## config.mk

```make
export PLATFORM = sky130hd
export DESIGN_NAME = result_reg
export DESIGN_NICKNAME = d
export VERILOG_FILES = /design/src/rtl/result_reg.sv
export SDC_FILE = /design/constraint.sdc
export NUM_CORES = 1
export LEC_CHECK = 0
export BUFFER_PORTS_ARGS = -buffer_cell sky130_fd_sc_hd__buf_2
export CORE_MARGIN = 2
export CORE_UTILIZATION = 40
export DETAILED_ROUTE_END_ITERATION = 6
export GPL_TIMING_DRIVEN = 0
export PLACE_DENSITY = 0.78
export SYNTH_ARGS = -nofsm -noshare
export SYNTH_HDL_FRONTEND = slang
export SYNTH_SLANG_ARGS = --single-unit
```

## constraint.sdc

```tcl
create_clock -name clk -period 1.3 [get_ports clk]
set_input_delay 0.13 -clock clk [delete_from_list [all_inputs] [get_ports clk]]
set_output_delay 0.13 -clock clk [all_outputs]
set_load 0.02 [all_outputs]
```

## src/rtl/result_reg.sv

```systemverilog
// Module: registers the mismatch mask and pass/fail flag for one cycle,
// and keeps a sticky error bit. A new failure wins over a same-cycle clear.
// Assumes the strobe is sampled on the same edge as the mask.
module result_reg #(
    parameter int ROW_W = 16
) (
    input  logic             clk,
    input  logic             rst_n,
    input  logic             valid,
    input  logic [ROW_W-1:0] mask_in,
    input  logic             clr,
    output logic             fail,
    output logic [ROW_W-1:0] mask_q,
    output logic             err_sticky
);
    logic new_fail;

    // Failure of the read being sampled on this edge.
    always_comb new_fail = valid & (|mask_in);

    // Result register: holds the mask only for a cycle after a valid read.
    always_ff @(posedge clk) begin
        if (!rst_n) begin
            fail   <= 1'b0;
            mask_q <= '0;
        end else begin
            fail   <= new_fail;
            mask_q <= valid ? mask_in : '0;
        end
    end

    // Sticky error: collects failures; clear yields to a simultaneous failure.
    always_ff @(posedge clk) begin
        if (!rst_n) err_sticky <= 1'b0;
        else        err_sticky <= (err_sticky & ~clr) | new_fail;
    end


    no_result_without_valid_chk: assert property (@(posedge clk) disable iff (!rst_n)
        !valid |=> (!fail && mask_q == '0));

    sticky_follows_fail_chk: assert property (@(posedge clk) disable iff (!rst_n)
        fail |-> err_sticky);

    sticky_holds_chk: assert property (@(posedge clk) disable iff (!rst_n)
        (err_sticky && !clr) |=> err_sticky);

    clear_works_chk: assert property (@(posedge clk) disable iff (!rst_n)
        (clr && !valid) |=> !err_sticky);
endmodule

```

# Word level (Yosys, flattened, before mapping)
# Index checks and enable logic that the tools add are counted.
# W data, S select, Z words.
[totals]
wordCells = 9
output_inout_bits = 18
regBits = 18
in_bits = 20
[classes]
n_bitwise = 4
reduce_logical = 2
[op_table]
columns = ["op", "count"]
rows = [
  ["$reduce_or A16 Y1", 1],
  ["$and A1 B1 Y1", 2],
  ["$reduce_and A2 Y1", 1],
  ["$not A1 Y1", 1],
  ["$or A1 B1 Y1", 1],
]

# Depth between registers and ports, before layout
[depth]
ltp_word = 3
mapped_depth = 3
mapped_depth_nobuf = 3

# Least setup slack after synthesis
# No wires, ideal clock.
[synth_timing]
kind = "input-to-reg"
from = "input mask_in[4]"
to = "register err_sticky"
cell_stages = 3
setup_ns = 0.115
n_path_buf = 0
t_arrival_ns = 0.705
required_ns = 1.185
slack_ns = 0.480
cell_sequence = "nor4_2 > a41oi_1 > a31o_1"
[synth_between]
elab_chain_len = 3
[synth_lines]
columns = ["item", "line_no", "source"]
rows = [
  ["start, declared", "10", "input logic [ROW_W-1:0] mask_in,"],
  ["$reduce_or A16 Y1", "19", "always_comb new_fail = valid & (|mask_in);"],
  ["$and A1 B1 Y1", "19", ""],
  ["$or A1 B1 Y1", "35", "else err_sticky <= (err_sticky & ~clr) | new_fail;"],
  ["end signal, assigned", "35", ""],
  ["end, declared", "14", "output logic err_sticky"],
]
# Every way passes these cells.
# A chain may end at the register's enable or synchronous reset.

# Final worst setup path
[layout_timing]
from = "register mask_q[1]"
to = "output mask_q[1]"
[layout_rtl]
columns = ["item", "line_no", "source"]
rows = [
  ["start, declared", "13", "output logic [ROW_W-1:0] mask_q,"],
  ["start signal, assigned", "28", "mask_q <= valid ? mask_in : '0;"],
]
# No word-level cell between the ends.

==> impl_metrics.tcl <==
set metrics [dict create \
    via_per_inst 4.960 \
    tightest_slew_ns 0.3075 \
    p_int_mw 0.7346 \
    register_area_um2 360.3 \
    stdcell_count 99 \
    cp_max_fo 1 \
    p_leak_nw 0.4357 \
    yosysWarnings 0 \
    hold_class "input pin to register" \
    place_ws_ns 0.2233 \
    avgSynthCellArea_um2 12.23 \
    post-route-drc-count 0 \
    reg2regPathDepth 1 \
    max_freq_ghz 1.091 \
    reg2reg_to "err_sticky$_SDFF_PN0_" \
    drv_slew 0 \
    placed_cells 96 \
    crit_required_ns 1.17 \
    final_cell_mix "buf_2, dfxtp_1, and3_1, nor4_2, clkbuf_4" \
    crit_path_end_kind "output pin" \
    swShare_pct 24.27 \
    cts.repair.resized 0 \
    min_from "mask_in[6]" \
    dpl_cell_area_um2 742.0 \
    period_share_pct 70.51 \
    postSynthCellCount 44 \
    cts_htree_levels 1 \
    drtIter0Drc 9 \
    first_global_vias 404 \
    clock-sinks 18 \
    crit_buf_inv 1 \
    rows 13 \
    skew_ns 0 \
    fillers 123 \
    ir_drop_mv 0.5261 \
    slowest_delay_ns 0.33 \
    hold_depth 2 \
    initial_utilization_pct 41.87 \
    total_power_mw 0.9700 \
    globalRoute.totalOverflow 0 \
    ys_ff_latch 18 \
    grt_usage_pct 16.14 \
    root_buffer "clkbuf_4" \
    critPathKind "register to output pin" \
    crit-reg2reg-launch "err_sticky$_SDFF_PN0_" \
    dr.pass1.iters 4 \
    final_cell_area_um2 764.5 \
    insertion_delay_ns 0.29 \
    maxCapViolCount 0 \
    clk_pin_slew_ns 0.09 \
    clockBufferDepth 2 \
    vias 491 \
    wl_mm 1.222 \
    nets 106 \
    multi_input_area_um2 166.4 \
    post-cts-setup-buffers 0 \
    final.setup.tns_ns 0 \
    rrSetupSlack_ns 0.73 \
    grt_start_max_net_pins 11 \
    hpwlAfterDp_um 927.1 \
    status "completed" \
    synth_nets 64 \
    wl_per_cell_um 12.34 \
    ant_nets 0 \
    cts_buffers 3 \
    syn2layout_area_growth_pct 42.09 \
    cp_top_family "flip-flops" \
    drive_gt1_share_pct 52.38 \
    slew_headroom_pct 79.50 \
    netlist.area_leader.share_pct 66.98 \
    worstHoldEndpoint "mask_q[6]$_SDFF_PN0_" \
    die_h_um 40.68 \
    ctsHoldBuffers 0 \
    finalCriticalPeriod_ns 0.9166 \
    combPwrFrac_pct 12.9 \
    grt_pass1_wl_mm 1.621 \
    mostFrequentLayoutCell "buf_2" \
    die_area_um2 1654 \
    antenna_found_initial 0 \
    worst_slack_ns 0.3834 \
    setup_viol 0 \
    startpoint_type "register" \
    synth_top_area_cell "dfxtp_1" \
    antenna_cells 0 \
    gp_congestion 0.6697 \
    synth_area_um2 538.0 \
    synth.distinct_cells 10 \
    yosysSeqAreaShare_pct 66.98 \
    synth.area.top_cells "dfxtp_1, and3_1, nor4_2" \
    crit_arrival_ns 0.79 \
    core_area_um2 1285 \
    rsz0062_at_grt "no" \
    power.share.clock_pct 27.3 \
    power.density_nw_per_um2 1269 \
    hold_viol_final 0 \
    port_buffers 37 \
    pwr-share-seq_pct 59.8 \
    chipWidth_um 40.68 \
    power.switching_mw 0.2354 \
    cts_tree "built" \
    ioPinCount 38 \
    cp_cell_sequence "buf_2" \
    cp_slowest_cell "dfxtp_1" \
]
## power groups by stage
| stage | Clock, mW | Sequential (mW) | Combinational [mW] |
|---|---|---|---|
| 4_1_cts | 0.266 | 0.581 | 0.126 |
| 5_1_grt | 0.293 | 0.583 | 0.136 |
| 6_report | 0.265 | 0.580 | 0.125 |
| 2_1_floorplan | 0 | 0.625 | 0.0252 |
| 3_5_place_dp | 0 | 0.593 | 0.125 |
| 3_3_place_gp | 0 | 0.592 | 0.123 |
## cell usage after synthesis (all sizes together)
master and n:
inv 1, a31o 1, and3 16, a41oi 1, dfxtp 18, nor4 4, clkbuf 2, nand2 1
## per-layer routing
layer	vias to the layer above	global-route usage, %	part of all wire [%]	wire [um]
met5	-	0	0	0
li1	241	-	-	-
met4	0	12.50	3.1	38
met3	5	6.522	8.1	99
met2	26	29.37	52	634
met1	219	13.67	37	450
## stage by stage
step           hold WS [ns]  utilization [%]
6_report            0.08413            59.49
5_1_grt             0.07080            59.49
4_1_cts             0.08555            59.49
3_5_place_dp         0.3848            57.74
3_3_place_gp         0.3725            57.74
2_1_floorplan        0.2612                -
## registers in the layout, indices dropped and copies added, names as in the netlist
name	count
fail	1
err_sticky	1
mask_q	16
## how the worst max path moves through the flow
stage,slack [ns],depth (start not counted),startpoint,endpoint
floorplan,0.48,3,mask_in[4],err_sticky$_SDFF_PN0_
global route,0.34,1,mask_q[14]$_SDFF_PN0_,mask_q[14]
global placement,0.27,4,mask_in[11],err_sticky$_SDFF_PN0_
CTS,0.38,1,mask_q[1]$_SDFF_PN0_,mask_q[1]
finish,0.38,1,mask_q[1]$_SDFF_PN0_,mask_q[1]
detailed placement,0.22,4,mask_in[11],err_sticky$_SDFF_PN0_
## area by class of cell
cell class | instances | area share, %
Sequential cell | 18 | 47.14
Inverter | 1 | 0.4910
Tap cell | 15 | 2.455
Clock buffer | 3 | 2.946
Buffer | 2 | 0.9820
Timing Repair Buffer | 37 | 24.22
Multi-Input combinational cell | 23 | 21.77
## logic make-up after synthesis
logic type,synth area share [%]
compound gates,3.256
buf+inv,2.093
flops,66.98
simple gates,27.68
(Power assumes the default switching activity.)
